## src/rtl/systime_pkg.sv

```systemverilog
package systime_pkg;

  // register selector carried on wr_addr / rd_addr
  typedef enum logic [1:0] {
    SEL_TIME_LO = 2'd0,
    SEL_TIME_HI = 2'd1,
    SEL_INCR    = 2'd2,
    SEL_SPARE   = 2'd3
  } sel_e;

  // width of the period code in the standard increment word
  localparam int PCODE_W = 2;

endpackage

```

## src/rtl/systime_incr.sv

```systemverilog
// Increment word storage and decode into step value and tick period.
module systime_incr
  import systime_pkg::*;
#(
  parameter int ALT_MODE  = 0,
  parameter int STD_INC_W = 24,
  parameter int KEEP_BITS = 26,
  parameter int INC_W     = 24,
  parameter logic [KEEP_BITS-1:0] RESET_WORD = '0
) (
  input  logic                 clk,
  input  logic                 rst,
  input  logic                 wr_stb,
  input  logic [KEEP_BITS-1:0] wr_word,
  output logic [KEEP_BITS-1:0] word_o,
  output logic [INC_W-1:0]     inc_o,
  output logic [PCODE_W-1:0]   period_o
);

  logic [KEEP_BITS-1:0] word_q;

  always_ff @(posedge clk) begin
    if (rst) begin
      word_q <= RESET_WORD;
    end else if (wr_stb) begin
      word_q <= wr_word;
    end
  end

  assign word_o = word_q;

  generate
    if (ALT_MODE != 0) begin : g_alt
      // whole stored word is the step, one tick per cycle
      assign inc_o    = word_q;
      assign period_o = PCODE_W'(1);
    end else begin : g_std
      assign inc_o    = word_q[STD_INC_W-1:0];
      assign period_o = word_q[STD_INC_W +: PCODE_W];
    end
  endgenerate

endmodule

```

## src/rtl/systime_pacer.sv

```systemverilog
// Divides the clock into ticks according to the period code.
module systime_pacer #(
  parameter int PCODE_W = 2
) (
  input  logic               clk,
  input  logic               rst,
  input  logic               restart,
  input  logic [PCODE_W-1:0] period,
  output logic               tick
);

  logic [PCODE_W-1:0] phase_q;
  logic [PCODE_W-1:0] last_phase;
  logic               running;

  assign last_phase = period - PCODE_W'(1);
  assign running    = (period != '0);
  assign tick       = running && (phase_q == last_phase);

  always_ff @(posedge clk) begin
    if (rst || restart) begin
      phase_q <= '0;
    end else if (tick) begin
      phase_q <= '0;
    end else if (running) begin
      phase_q <= phase_q + PCODE_W'(1);
    end
  end

endmodule

```

## src/rtl/systime_accum.sv

```systemverilog
// Fractional accumulator with staged high half and atomic load.
module systime_accum #(
  parameter int DATA_W = 32,
  parameter int FRAC_W = 8,
  parameter int INC_W  = 24
) (
  input  logic                clk,
  input  logic                rst,
  input  logic                hi_wr,
  input  logic                lo_wr,
  input  logic [DATA_W-1:0]   data_i,
  input  logic                tick,
  input  logic [INC_W-1:0]    inc,
  output logic [2*DATA_W-1:0] time_o
);

  localparam int TIME_W = 2 * DATA_W;
  localparam int ACC_W  = TIME_W + FRAC_W;

  logic [ACC_W-1:0]  acc_q;
  logic [DATA_W-1:0] hi_stage_q;
  logic [ACC_W-1:0]  step;

  assign step   = {{(ACC_W-INC_W){1'b0}}, inc};
  assign time_o = acc_q[FRAC_W +: TIME_W];

  always_ff @(posedge clk) begin
    if (rst) begin
      hi_stage_q <= '0;
    end else if (hi_wr) begin
      hi_stage_q <= data_i;
    end
  end

  always_ff @(posedge clk) begin
    if (rst) begin
      acc_q <= '0;
    end else if (lo_wr) begin
      acc_q <= {hi_stage_q, data_i, {FRAC_W{1'b0}}};
    end else if (tick) begin
      acc_q <= acc_q + step;   // wraps modulo 2^ACC_W
    end
  end

endmodule

```

## src/rtl/systime_rdport.sv

```systemverilog
// Registered read multiplexer.
module systime_rdport
  import systime_pkg::*;
#(
  parameter int DATA_W    = 32,
  parameter int KEEP_BITS = 26
) (
  input  logic                 clk,
  input  logic                 rst,
  input  logic                 rd_en,
  input  logic [1:0]           rd_addr,
  input  logic [2*DATA_W-1:0]  time_i,
  input  logic [KEEP_BITS-1:0] word_i,
  output logic                 rd_valid,
  output logic [DATA_W-1:0]    rd_data
);

  logic [DATA_W-1:0] mux_val;

  always_comb begin
    case (sel_e'(rd_addr))
      SEL_TIME_LO: mux_val = time_i[DATA_W-1:0];
      SEL_TIME_HI: mux_val = time_i[2*DATA_W-1:DATA_W];
      SEL_INCR:    mux_val = DATA_W'(word_i);
      default:     mux_val = '0;
    endcase
  end

  always_ff @(posedge clk) begin
    if (rst) begin
      rd_valid <= 1'b0;
      rd_data  <= '0;
    end else begin
      rd_valid <= rd_en;
      if (rd_en) begin
        rd_data <= mux_val;
      end
    end
  end

endmodule

```

## src/rtl/systime_core.sv

```systemverilog
// System time counter top: register port, increment decode, pacer, accumulator.
module systime_core
  import systime_pkg::*;
#(
  parameter int DATA_W    = 32,
  parameter int FRAC_W    = 8,
  parameter int STD_INC_W = 24,
  parameter int ALT_INC_W = 27,
  parameter int ALT_MODE  = 0,
  parameter logic [31:0] RESET_INC = 32'h0280_0000
) (
  input  logic                clk,
  input  logic                rst,
  input  logic                wr_en,
  input  logic [1:0]          wr_addr,
  input  logic [DATA_W-1:0]   wr_data,
  input  logic                rd_en,
  input  logic [1:0]          rd_addr,
  output logic                rd_valid,
  output logic [DATA_W-1:0]   rd_data,
  output logic [2*DATA_W-1:0] time_o
);

  localparam int KEEP_BITS = (ALT_MODE != 0) ? ALT_INC_W : STD_INC_W + PCODE_W;
  localparam int INC_W     = (ALT_MODE != 0) ? ALT_INC_W : STD_INC_W;

  logic                 hi_wr;
  logic                 lo_load;
  logic                 inc_wr;
  logic [KEEP_BITS-1:0] inc_word;
  logic [INC_W-1:0]     inc_val;
  logic [PCODE_W-1:0]   tick_period;
  logic                 tick;

  assign hi_wr   = wr_en && (wr_addr == SEL_TIME_HI);
  assign lo_load = wr_en && (wr_addr == SEL_TIME_LO);
  assign inc_wr  = wr_en && (wr_addr == SEL_INCR);

  systime_incr #(
    .ALT_MODE  (ALT_MODE),
    .STD_INC_W (STD_INC_W),
    .KEEP_BITS (KEEP_BITS),
    .INC_W     (INC_W),
    .RESET_WORD(RESET_INC[KEEP_BITS-1:0])
  ) u_incr (
    .clk     (clk),
    .rst     (rst),
    .wr_stb  (inc_wr),
    .wr_word (wr_data[KEEP_BITS-1:0]),
    .word_o  (inc_word),
    .inc_o   (inc_val),
    .period_o(tick_period)
  );

  systime_pacer #(
    .PCODE_W(PCODE_W)
  ) u_pacer (
    .clk    (clk),
    .rst    (rst),
    .restart(inc_wr),
    .period (tick_period),
    .tick   (tick)
  );

  systime_accum #(
    .DATA_W(DATA_W),
    .FRAC_W(FRAC_W),
    .INC_W (INC_W)
  ) u_accum (
    .clk   (clk),
    .rst   (rst),
    .hi_wr (hi_wr),
    .lo_wr (lo_load),
    .data_i(wr_data),
    .tick  (tick),
    .inc   (inc_val),
    .time_o(time_o)
  );

  systime_rdport #(
    .DATA_W   (DATA_W),
    .KEEP_BITS(KEEP_BITS)
  ) u_rdport (
    .clk     (clk),
    .rst     (rst),
    .rd_en   (rd_en),
    .rd_addr (rd_addr),
    .time_i  (time_o),
    .word_i  (inc_word),
    .rd_valid(rd_valid),
    .rd_data (rd_data)
  );

endmodule

```

## config.mk

```make
export PLATFORM = sky130hd
export DESIGN_NAME = systime_core
export DESIGN_NICKNAME = d
export VERILOG_FILES = /design/src/rtl/systime_pkg.sv /design/src/rtl/systime_incr.sv /design/src/rtl/systime_pacer.sv /design/src/rtl/systime_accum.sv /design/src/rtl/systime_rdport.sv /design/src/rtl/systime_core.sv
export SDC_FILE = /design/constraint.sdc
export NUM_CORES = 1
export LEC_CHECK = 0
export BUFFER_PORTS_ARGS = -buffer_cell sky130_fd_sc_hd__buf_4
export CAP_MARGIN = 15
export CELL_PAD_IN_SITES_DETAIL_PLACEMENT = 0
export CELL_PAD_IN_SITES_GLOBAL_PLACEMENT = 2
export CORE_MARGIN = 5
export CORE_UTILIZATION = 35
export CTS_CLUSTER_DIAMETER = 200
export DETAILED_ROUTE_END_ITERATION = 6
export PLACE_DENSITY = 0.76
export REMOVE_ABC_BUFFERS = 1
export SLEW_MARGIN = 25
export SYNTH_ARGS = -nofsm -noshare
export SYNTH_HDL_FRONTEND = slang
export SYNTH_HIERARCHICAL = 1
export SYNTH_SLANG_ARGS = --single-unit
```

## constraint.sdc

```tcl
create_clock -name clk -period 3.5 [get_ports clk]
set_input_delay 0 -clock clk [delete_from_list [all_inputs] [get_ports clk]]
set_output_delay 0 -clock clk [all_outputs]
set_load 0.005 [all_outputs]
```

==> summary.md <==
| Metric | Value |
|---|---|
| Outcome | completed |
| Vias per cell | 5.46 |
| Antenna cell count | 0 |
| DR pass1 iterations | 5 |
| Area fraction of the dominant cell type after synthesis | 33.4% |
| Total CTS buffers | 17 |
| GRT Resource Usage Total | 21.9% |
| CP Cell Sequence | ha_1 > fa_1 > a21oi_1 > o211ai_1 > a211oi_1 > buf_4 > and4bb_1 > o211ai_2 > buf_4 > o21ai_0 > a311oi_1 |
| Compound-Gate Fraction of Synth Area | 20.3% |
| Residual DRC count | 0 |
| Area growth from synthesis to final layout | 15.9% |
| Worst hold margin | 0.101 ns |
| Tightest Pin Transition | 0.882 ns |
| Final setup viols | 0 |
| Endpoint, Worst Hold | u_rdport/rd_valid |
| Share of cells above drive strength 1 | 19.2% |
| RSZ-0062 raised after global routing | false |
| Final period util | 89.7% |
| Initial DRC count | 685 |
| Sink Count | 165 |
| Vias in the first global route | 8,509 |
| H-tree Lvls | 4 |
| Placed cell count | 1,538 |
| Mux contribution to synthesized area | 7.39% |
| Asr flop ratio synth | 0% |
| PostCTS Resize Cnt | 0 |
| Synth Area in Simple Gates | 21.2% |
| Initial antenna violation count | 0 |
| Vias post-DR | 8,760 |
| Final wirelength | 35,300 um |
| Top cell by count, worst path | buf_4 |
| Power density over the cells | 425 mW/mm^2 |
| Data arrival time of the critical path | 3.47 ns |
| Placed standard-cell area | 0.0105 mm^2 |
| Hold Startpoint | rd_en |
| Layout Utilization | 41.1% |
| Gr ovfl total | 0 |
| Primary FF master, synth | dfxtp_1 |
| CP max-delay cell | fa_1 |
| Mapped Area | 0.00989 mm^2 |
| IO Pins | 137 |
| Reg2Reg Setup Slack | 0.36 ns |
| VDD IR-drop max | 0.298 mV |
| Slew Limit Fails | 0 |
| Setup TNS | 0 ns |
| R2r worst-path depth | 11 |
| Xor/xnor share of the synthesized area | 2.83% |
| Syn Area/Cell | 8.57 um^2 |
| First-pass GRT wire length | 52,800 um |
| Critical path required time | 3.83 ns |
| Clock transition at path regs | 0.08 ns |
| Final hold violation count | 0 |
| PortBufs | 136 |
| CP max FO | 11 |
| Final #Nets | 1,278 |
| Initial Util | 35.5% |
| Most instantiated library cell after synthesis | dfxtp_1 |
| Synth top cells by count | 165 x dfxtp_1, 127 x nor2_1, 94 x buf_4, 73 x mux2i_1, 59 x nand2_1 |
| Maximum clock path buffer count | 2 |
| Worst skew pair latency | 0.44 ns |
| Core ar. | 0.0279 mm^2 |
| Detailed placement HPWL | 25,100 um |
| Setup CP Type | flip-flop to flip-flop |
| Fin cells | 1,603 |
| Reg-to-reg critical path endpoint | u_accum/acc_q[46] |
| Synthesized flop and latch total | 165 |
| Post-synth EDFFs | 0 |
| Crit. End Element | flip-flop |
| Post-route cell area | 0.0115 mm^2 |
| Row Count | 61 |
| Worst hold path class | input port to flip-flop |
| Total setup buffers inserted after CTS | 0 |
| Slew headroom | 41.2% |
| Die area | 0.0317 mm^2 |
| Register area share after synthesis | 33.4% |
| Startpoint Class | flip-flop |
| Adder-Cell Fraction of Synth Area | 3.36% |
| Die width | 178 um |
| Hold Path Stages | 2 |
| Max incr delay on CP | 0.42 ns |
| CTS tree | built |
| Clock root buffer master | clkbuf_16 |
| Setup Skew | 0.0136 ns |
| Largest family of logic cells by synthesized area | simple AND/OR/NAND/NOR gates |
| Synthesis Warnings | 6 |
| Hold Buf Count CTS | 33 |
| Post-layout min period | 3.14 ns |
| Leak | 4.43 nW |
| Die Ht | 178 um |
| Yosys top cell by area | dfxtp_1 |
| ANT nets after route | 0 |
| Largest net degree at the start of global routing | 77 |
| Top area cells in the synthesized netlist | dfxtp_1 33%, mux2i_1 7.4%, buf_4 7.1% |
| Fmax | 0.319 GHz |
| Placer's final routability congestion estimate | 0.839 |
| Routed len/inst | 22.0 um |
| Syn Inst Count | 1,154 |
| Worst r2r src | u_incr/word_o[0] |
| Distinct cells, synth | 74 |
| # Max-Cap Violations | 0 |
per-stage QoR:
step	worst slack (ns)	power, mW
3_5_place_dp	0.413	2.96
6_report	0.361	4.88
4_1_cts	0.364	4.92
5_1_grt	0.0919	5.09
3_3_place_gp	0.457	2.96
2_1_floorplan	-0.462	2.52
routing by layer:
layer | GRT usage (%) | share of wire, % | vias to the layer above
met5 | 0 | 0 | -
met3 | 2.44 | 4.6 | 37
met4 | 5.90 | 1.8 | 0
met2 | 35.8 | 46 | 256
met1 | 30.7 | 48 | 4251
li1 | - | - | 4216
sequential cells by signal, summed over array words and instances, names as in the netlist:
name                cells
u_accum/hi_stage_q     32
u_incr/word_o          26
u_rdport/rd_data       32
u_rdport/rd_valid       1
u_accum/acc_q          72
u_pacer/phase_q         2
power by group:
| group | switching (mW) | total, mW | internal, mW |
|---|---|---|---|
| Sequential | 0.132 | 2.11 | 1.98 |
| Combinational | 0.459 | 0.833 | 0.374 |
| Clock | 0.911 | 1.93 | 1.02 |
cells in the final DEF (no fill, tap or decap), types with 22 or more instances in the layout:
master	synthesis	final
nor3_1	38	38
o22ai_1	28	28
ha_1	25	25
a211oi_1	28	28
or3_1	27	27
nor2_1	127	127
nand2_1	59	59
buf_4	94	162
xnor2_1	22	22
mux2i_1	73	73
a21oi_1	38	38
dlygate4sd3_1	0	33
inv_1	23	23
nor2b_1	55	55
dfxtp_1	165	165
o21ai_0	45	45
a311oi_1	25	25
worst max-delay path by stage:
stage / startpoint / end / slack [ns] / cells past startpoint
2_1_floorplan: u_incr/word_o[24] / u_accum/acc_q[66] / -0.46 / 11
3_3_place_gp: u_incr/word_o[24] / u_accum/acc_q[71] / 0.46 / 9
3_5_place_dp: u_incr/word_o[24] / u_accum/acc_q[71] / 0.41 / 9
4_1_cts: u_incr/word_o[24] / u_accum/acc_q[71] / 0.36 / 9
5_1_grt: u_incr/word_o[0] / u_accum/acc_q[52] / 0.09 / 11
6_report: u_incr/word_o[0] / u_accum/acc_q[46] / 0.36 / 11
final cells by class:
| type | instances | area [um^2] |
|---|---|---|
| sequential | 165 | 3300 |
| clock buffer | 18 | 429 |
| timing repair buffer | 195 | 1550 |
| inverter | 24 | 90.1 |
| fill | 2866 | 16400 |
| clock inverter | 14 | 156 |
| multi-input combinational | 809 | 5470 |
| tap | 378 | 473 |
kinds of logic after synthesis:
family / after synthesis
adder cells (fa/ha/maj): 26
buffers and inverters: 180
AO/OA/AOI/OAI: 271
XOR/XNOR: 32
flip-flops: 165
multiplexers: 73
AND/OR/NAND/NOR: 407
worst max-delay path, delay by kind of cell, from the launching register on:
kind,cells,cell delay (ns)
flip-flops,1,0.34
buffers and inverters,2,0.44
adder cells (fa/ha/maj),2,0.66
AO/OA/AOI/OAI,6,1.36
AND/OR/NAND/NOR,1,0.23
No activity file was read; power rests on OpenSTA's default activity.
